--- src/rtl/gpio_irq_pkg.sv ---
`timescale 1ns/1ps
package gpio_irq_pkg;
  localparam int NREG     = 8;
  localparam int RI_OUT   = 0;
  localparam int RI_IN    = 1;
  localparam int RI_OE    = 2;
  localparam int RI_DET   = 3;
  localparam int RI_IEN   = 4;
  localparam int RI_LVL   = 5;
  localparam int RI_POL   = 6;
  localparam int RI_STAT  = 7;

  typedef enum logic [1:0] {
    AL_WORD = 2'd0,
    AL_SET  = 2'd1,
    AL_CLR  = 2'd2,
    AL_RSV  = 2'd3
  } alias_e;

  // trigger code {pol, lvl}
  function automatic logic trig_hit(logic pol, logic lvl, logic cur, logic prev);
    case ({pol, lvl})
      2'b00:   return !cur && prev;
      2'b01:   return !cur;
      2'b10:   return cur && !prev;
      default: return cur;
    endcase
  endfunction
endpackage

--- src/rtl/gpio_sync.sv ---
`timescale 1ns/1ps
module gpio_sync #(
  parameter int W      = 32,
  parameter int STAGES = 2
) (
  input  logic         clk_i,
  input  logic         rst_ni,
  input  logic [W-1:0] d_i,
  output logic [W-1:0] q_o
);
  logic [W-1:0] st_q [STAGES];

  always_ff @(posedge clk_i or negedge rst_ni) begin
    if (!rst_ni) begin
      for (int s = 0; s < STAGES; s++) st_q[s] <= '0;
    end else begin
      st_q[0] <= d_i;
      for (int s = 1; s < STAGES; s++) st_q[s] <= st_q[s-1];
    end
  end

  assign q_o = st_q[STAGES-1];
endmodule

--- src/rtl/gpio_rw_reg.sv ---
`timescale 1ns/1ps
module gpio_rw_reg #(
  parameter int W = 32
) (
  input  logic         clk_i,
  input  logic         rst_ni,
  input  logic         wr_i,
  input  logic         set_i,
  input  logic         clr_i,
  input  logic [W-1:0] wdata_i,
  output logic [W-1:0] q_o
);
  always_ff @(posedge clk_i or negedge rst_ni) begin
    if (!rst_ni)    q_o <= '0;
    else if (wr_i)  q_o <= wdata_i;
    else if (set_i) q_o <= q_o | wdata_i;
    else if (clr_i) q_o <= q_o & ~wdata_i;
  end
endmodule

--- src/rtl/gpio_detect.sv ---
`timescale 1ns/1ps
module gpio_detect
  import gpio_irq_pkg::*;
#(
  parameter int W = 32
) (
  input  logic         clk_i,
  input  logic         rst_ni,
  input  logic [W-1:0] din_i,
  input  logic [W-1:0] lvl_i,
  input  logic [W-1:0] pol_i,
  input  logic [W-1:0] en_i,
  output logic [W-1:0] ev_o
);
  logic [W-1:0] prev_q;

  always_ff @(posedge clk_i or negedge rst_ni) begin
    if (!rst_ni) prev_q <= '0;
    else         prev_q <= din_i;
  end

  for (genvar i = 0; i < W; i++) begin : g_pin
    assign ev_o[i] = en_i[i] && trig_hit(pol_i[i], lvl_i[i], din_i[i], prev_q[i]);
  end
endmodule

--- src/rtl/gpio_irq_port.sv ---
`timescale 1ns/1ps
module gpio_irq_port
  import gpio_irq_pkg::*;
#(
  parameter int W           = 32,
  parameter int AW          = 8,
  parameter int SYNC_STAGES = 2
) (
  input  logic          clk_i,
  input  logic          rst_ni,
  input  logic          req_i,
  input  logic          we_i,
  input  logic [AW-1:0] addr_i,
  input  logic [W-1:0]  wdata_i,
  output logic [W-1:0]  rdata_o,
  input  logic [W-1:0]  pin_i,
  output logic [W-1:0]  pin_o,
  output logic [W-1:0]  pin_oe_o,
  output logic          irq_o
);
  localparam int IDX_LSB = 4;
  localparam int IDX_W   = $clog2(NREG);
  localparam int TOP_LSB = IDX_LSB + IDX_W;

  logic              acc;
  logic [IDX_W-1:0]  idx;
  alias_e            al;
  logic [NREG-1:0]   wsel;
  logic [W-1:0]      regs [NREG];
  logic [W-1:0]      din;
  logic [W-1:0]      stat_q;
  logic [W-1:0]      ev;
  logic [W-1:0]      det_en_q;
  logic [W-1:0]      ien_q;

  assign acc  = req_i && (addr_i[AW-1:TOP_LSB] == '0);
  assign idx  = addr_i[TOP_LSB-1:IDX_LSB];
  assign al   = alias_e'(addr_i[3:2]);
  assign wsel = (acc && we_i) ? (NREG'(1) << idx) : '0;

  gpio_sync #(.W(W), .STAGES(SYNC_STAGES)) u_sync (
    .clk_i (clk_i),
    .rst_ni(rst_ni),
    .d_i   (pin_i),
    .q_o   (din)
  );

  for (genvar i = 0; i < NREG; i++) begin : g_reg
    if (i == RI_IN) begin : g_in
      assign regs[i] = din;
    end else if (i == RI_STAT) begin : g_stat
      assign regs[i] = stat_q;
    end else begin : g_rw
      gpio_rw_reg #(.W(W)) u_reg (
        .clk_i  (clk_i),
        .rst_ni (rst_ni),
        .wr_i   (wsel[i] && al == AL_WORD),
        .set_i  (wsel[i] && al == AL_SET),
        .clr_i  (wsel[i] && al == AL_CLR),
        .wdata_i(wdata_i),
        .q_o    (regs[i])
      );
    end
  end

  assign det_en_q = regs[RI_DET];
  assign ien_q    = regs[RI_IEN];

  gpio_detect #(.W(W)) u_det (
    .clk_i (clk_i),
    .rst_ni(rst_ni),
    .din_i (din),
    .lvl_i (regs[RI_LVL]),
    .pol_i (regs[RI_POL]),
    .en_i  (det_en_q),
    .ev_o  (ev)
  );

  // new event overrides a same-cycle acknowledge
  always_ff @(posedge clk_i or negedge rst_ni) begin
    if (!rst_ni) stat_q <= '0;
    else if (wsel[RI_STAT] && al == AL_CLR) stat_q <= (stat_q & ~wdata_i) | ev;
    else stat_q <= stat_q | ev;
  end

  always_ff @(posedge clk_i or negedge rst_ni) begin
    if (!rst_ni)                 rdata_o <= '0;
    else if (req_i && !we_i)     rdata_o <= acc ? regs[idx] : '0;
  end

  assign pin_o    = regs[RI_OUT];
  assign pin_oe_o = regs[RI_OE];
  assign irq_o    = |(stat_q & ien_q);
endmodule

--- config.mk ---
export PLATFORM = sky130hd
export DESIGN_NAME = gpio_irq_port
export DESIGN_NICKNAME = d
export VERILOG_FILES = /design/src/rtl/gpio_irq_pkg.sv /design/src/rtl/gpio_sync.sv /design/src/rtl/gpio_rw_reg.sv /design/src/rtl/gpio_detect.sv /design/src/rtl/gpio_irq_port.sv
export SDC_FILE = /design/constraint.sdc
export NUM_CORES = 1
export LEC_CHECK = 0
export ABC_AREA = 1
export BUFFER_PORTS_ARGS = -buffer_cell sky130_fd_sc_hd__buf_2
export CORE_AREA = 5 5 252 181
export DETAILED_ROUTE_END_ITERATION = 10
export DIE_AREA = 0 0 257 186
export PLACE_DENSITY_LB_ADDON = 0.15
export SLEW_MARGIN = 10
export SYNTH_ARGS = -nofsm -noshare
export SYNTH_HDL_FRONTEND = slang
export SYNTH_HIERARCHICAL = 1
export SYNTH_SLANG_ARGS = --single-unit
--- constraint.sdc ---
create_clock -name clk_i -period 1.9 [get_ports clk_i]
set_input_delay 0.285 -clock clk_i [delete_from_list [all_inputs] [get_ports clk_i]]
set_output_delay 0.285 -clock clk_i [all_outputs]
set_load 0.02 [all_outputs]
==> metrics, run 1 <==
outcome=complete, but fails checks; failing checks=negative setup slack; Max Cap Viol=0; nets=2,976; period utilisation layout=107%; Worst-path clk slew=70 ps; htree depth=2; Antenna Nets Post-Route=0; Slew Viols, Final=0; routed wire length=60,100 um; Via Count=17,441; DR iter-0 viols=1,598; post-synthesis cell type count=23; Worst Path Arrival=1740 ps; VDD IR max=0.481 mV; Worst-Skew Late Latency=540 ps; CP max-delay cell=dfrtp_1; row count=64; gpl congestion=0.851; RSZ-0062 raised after global routing=yes; clock skew=14.8 ps; drt pass-1 iters=5; syn nets=2,793; Root Buffer=clkbuf_16; sequential area share after synthesis=46.2%; hpwl dp=38,400 um; total grt overflow=0; CP Launch Type=flip-flop; initial antenna violation count=3; CP delay by family, top=simple AND/OR/NAND/NOR gates; CTS Buffer Depth=3; PortBufs=170; Finished Core Util=52.0%; FF+latch count, synth=352; fmax=0.494 GHz; # setup viols final=1; CTS tree=built; Ys Warns=6; power density over the cells=906 nW/um2; Layout area overhead=17.1%; setup ws final=-126 ps; CTS buffer count=38; area of the die=47,800 um2; Die W=257 um; Worst EP required=1620 ps; Initial Util=44.4%; final hold vios=0; Buf/Inv on CP=1; worst-margin pin slew=698 ps; Fin Hold WS=72.6 ps; mapped cell area=19,100 um2; I/O Pins=173; CP max FO=3; Post-Synthesis Cells=2,717; WL per Instance=17.2 um; drt drc=0; CP Capture Type=output port; Relative slew margins=53.4%; Die Y=186 um; post-route setup TNS=-126 ps; core area=42,900 um2; Crit path largest cell delay=400 ps; global-route wire length before repair=95,200 um; leakage=0.0120 uW; Crit Path Category=reg -> out; CTS Sinks=352; share of layout cells above drive strength 1=13.5%; pin count of the biggest net entering global routing=105; most frequent CP cell=nand2_1; Mapped Avg Cell Area=7.02 um2; vias in the first global route=16,824; routed vias/inst=5.00; Min Clock Period, post-route=2030 ps; Hold Path Class=in -> reg; ordered cell list for the critical path=nand2_1, nand2_1, nor2_2, nand3_2, nor2_4, nand2_2, buf_6; Total GRT Usage=25.1%
Yosys cell counts:
library cell | instances | area (um2)
buf_2 | 43 | 215
nor3_4 | 1 | 16.3
buf_1 | 5 | 18.8
or2_1 | 181 | 1130
or2_2 | 12 | 75.1
nand3_1 | 145 | 726
a21oi_2 | 32 | 280
buf_6 | 23 | 259
buf_4 | 63 | 473
nand2_2 | 6 | 37.5
inv_4 | 1 | 6.26
clkbuf_2 | 6 | 30.0
nand3b_1 | 1 | 7.51
nor2_1 | 60 | 225
nand2_1 | 1578 | 5920
inv_1 | 178 | 668
nand4_1 | 1 | 6.26
a21oi_1 | 11 | 55.1
nor2_2 | 6 | 37.5
inv_2 | 2 | 7.51
dfrtp_1 | 352 | 8810
nor2_4 | 2 | 22.5
clkbuf_1 | 8 | 30.0
routing by layer:
metal  vias up  wire (um)  global-route usage [%]
met5         -         20                       0
met4         2       1790                    7.79
met3       109       4040                    4.43
met2       547      26300                    39.1
met1      8299      27900                    36.0
li1       8484          -                       -
what timing repair did:
action | in CTS | in global routing
hold buffers | 33 | 0
pin swaps | 8 | 0
endpoints found under the hold margin | 70 | 0
setup buffers | 6 | 0
setup endpoints to repair | 1 | 1
gates resized for setup | 13 | 0
worst paths after layout:
kind / end / cells past startpoint / start / slack [ps]
max reg2reg: rdata_o[24]$_DFFE_PN0P_ / 6 / u_sync/q_o[24]$_DFF_PN0_ / 720
max: irq_o / 7 / flip-flop / -130
min in group asynchronous: u_sync/st_q[33]$_DFF_PN0_ / 2 / rst_ni / 270
min: flip-flop / 3 / wdata_i[12] / 70
max in group asynchronous: u_sync/st_q[51]$_DFF_PN0_ / 3 / rst_ni / 880
min reg2reg: u_sync/q_o[1]$_DFF_PN0_ / 0 / u_sync/st_q[33]$_DFF_PN0_ / 350
cell families after synthesis:
logic type | after synthesis | share of synthesized area [%]
buffers and inverters | 329 | 8.96
AO/OA/AOI/OAI | 43 | 1.76
AND/OR/NAND/NOR | 1993 | 43.1
flip-flops | 352 | 46.2
metrics by stage:
stage,area (um2),setup slack (ps),total power (uW),cells
final,22300,-126,20200,3490
after global routing,22300,-213,21300,3490
after CTS,22300,-138,20400,3489
after detailed placement,20600,-16.3,12500,3382
after global placement,20600,21.7,12400,3382
after floorplan,19100,180,11200,2717
cell type report:
| class | instances | area, um2 |
|---|---|---|
| timing repair buffer | 291 | 2240 |
| clock inverter | 6 | 80.1 |
| sequential | 352 | 8810 |
| inverter | 181 | 682 |
| fill | 4224 | 20600 |
| multi-input combinational | 2036 | 8590 |
| tap | 561 | 702 |
| antenna | 1 | 2.50 |
| clock buffer | 62 | 1210 |
report_power, final:
group          internal [uW]  switching (uW)
combinational           1230            2210
clock                   4630            3090
sequential              8340             703
total                  14200            6010
cell usage in the layout, fill, tap and decap left out, types with 11 or more instances in the layout:
cell type and n:
or2_1 180, nand2_1 1574, nor2_1 50, dfrtp_1 352
or2_2 13, clkbuf_8 11, nand3_1 144, inv_1 178
a21oi_2 33, dlygate4sd3_1 33, nor2_2 15, clkbuf_16 41
buf_4 59, buf_2 167, buf_12 30
tightest hold or removal path: cells and delay by family:
kind / cells / cell delay (ps)
buf+inv: 1 / 170
simple gates: 2 / 120
Note: power is estimated with default switching activity, not from simulation.
==> inputs of run 2 (changes only) <==
Settings changed: CORE_AREA 5 5 252 181 to 5 5 202 204, DIE_AREA 0 0 257 186 to 0 0 207 209.
==> run 2 against run 1 <==
The run still ends with negative setup slack left. Sequential share of layout area decreased by 0.16 points. Via count up 0.79%. Core utilization rose by 5.3 points. Clock power rose by 2%. Global-route usage up 2.1 points. Final area grew 0.41%. Largest cell class unchanged.
==> metrics, run 2 (synthesis results as in run 1) <==
clock skew=11.2 ps; drt drc=0; Worst-Skew Late Latency=560 ps; power density over the cells=911 nW/um2; Final Instance Area=22,400 um2; Crit Path Category=reg -> out; Root Buffer=clkbuf_16; Total GRT Usage=27.2%; Layout area overhead=17.6%; CTS tree=built; worst-margin pin slew=551 ps; total grt overflow=0; Relative slew margins=63.2%; CP Launch Point=stat_q[24]$_DFF_PN0_; htree depth=2; VDD IR max=0.744 mV; CTS Buffer Depth=3; CP Capture Type=output port; fmax=0.468 GHz; Slew Viols, Final=0; vias in the first global route=17,177; failing checks=negative setup slack; nets=2,982; hpwl dp=38,000 um; ordered cell list for the critical path=nand2_1, nand2_1, nor2_2, nand3b_1, nor2_2, nand2_2, buf_6; pin count of the biggest net entering global routing=60; leakage=0.0121 uW; I/O Pins=173; setup ws final=-238 ps; FF-to-FF path depth=6; Hold Path Class=in -> reg; met1 capacity usage during global routing=36.6%; outcome=complete, but fails checks; GRT busiest layer=met2; Min Clock Period, post-route=2140 ps; share of layout cells above drive strength 1=13.6%; Crit path largest cell delay=400 ps; hold depth=3; Die W=207 um; RSZ-0062 raised after global routing=yes; final hold vios=0; met2 Use GR=44.6%; routed vias/inst=5.08; Worst-path clk slew=60 ps; Via Count=17,579; hold path startpoint=wdata_i[11]; gpl congestion=0.903; GR met3 Demand/Resource=5.06%; PortBufs=170; # fillers=3,722; Initial Util=48.8%; Max Cap Viol=0; CP Launch Type=flip-flop; initial antenna violation count=1; routed wire length=59,600 um; CP max FO=2; # setup viols final=1; Worst Path Arrival=1850 ps; commonest cells after routing, fill and taps aside=nand2_1, dfrtp_1, or2_1; leading cell type in the layout, fill and taps excluded=nand2_1; Die Y=209 um; Worst EP required=1620 ps; CP max-delay cell=dfrtp_1; period utilisation layout=113%; DP Area=20,700 um2; Antenna Nets Post-Route=0; WL per Instance=17.2 um; CTS Sinks=352; core area=39,100 um2; DP Worst Slack=-14.8 ps; DR iter-0 viols=1,262; drt pass-1 iters=7; global-route wire length before repair=94,600 um; CTS buffer count=40; row count=73; area of the die=43,300 um2
-- run 2: changes by cell type in the layout (fill, tap and decap cells not counted), sizes merged --
cell / before / now
buf: 258 / 262
diode: 1 / 2
bufinv: 2 / 3
inv: 181 / 183
clkbuf: 62 / 59
clkinvlp: 0 / 2
-- run 2: stage by stage --
step | utilization [%] | power [uW] | std cells | setup TNS (ps) | hold slack, ps
after floorplan | - | 11200 | 2717 | 0 | -10.6
after CTS | 57.3 | 20600 | 3458 | -226 | 21.5
after detailed placement | 52.9 | 12500 | 3350 | -28.5 | 210
after global routing | 57.3 | 21400 | 3460 | -303 | 40.1
after global placement | 52.9 | 12400 | 3350 | 0 | 213
final | 57.3 | 20400 | 3461 | -238 | 53.3
-- run 2: layer usage --
metal  up-vias  routed length (um)
met3       114                4300
met1      8355               25700
met5         -                   0
li1       8476                   -
met2       634               27900
met4         0                1670
-- run 2: power breakdown --
group          leakage, uW  internal [uW]  total (uW)  switching (uW)
clock network     0.000648           4720        7900            3180
logic              0.00705           1250        3450            2200
registers          0.00439           8340        9060             719
total               0.0121          14300       20400            6100
-- run 2: cell type report --
class                   instances  area, um2  share of cell area [%]
diodes                          2       5.00                  0.0223
clock buffers                  59       1180                    5.28
clock inverters                11        143                   0.636
inverters                     181        682                    3.04
multi-input cells            2036       8580                    38.3
flip-flops and latches        352       8810                    39.3
well taps                     525        657                    2.93
repair buffers                295       2350                    10.5
-- run 2: repair_timing --
item	in CTS	in global routing
endpoints found under the setup margin	1	1
resized for setup	8	0
hold endpoints to repair	201	0
buffers inserted	5	1
hold buffers	33	0
pin swaps	5	4
-- run 2: final timing paths --
kind	endpoint	slack, ps
min reg2reg	u_sync/q_o[31]$_DFF_PN0_	340
max in group asynchronous	rdata_o[1]$_DFFE_PN0P_	920
min in group asynchronous	u_sync/st_q[58]$_DFF_PN0_	220
max	irq_o	-240
min	flip-flop	50
max reg2reg	rdata_o[23]$_DFFE_PN0P_	820
-- run 2: worst max-delay path, delay by kind of cell (launching register included) --
family | cells | cell delay (ps)
and+or+nand+nor | 6 | 730
buffers and inverters | 1 | 140
DFF | 1 | 400
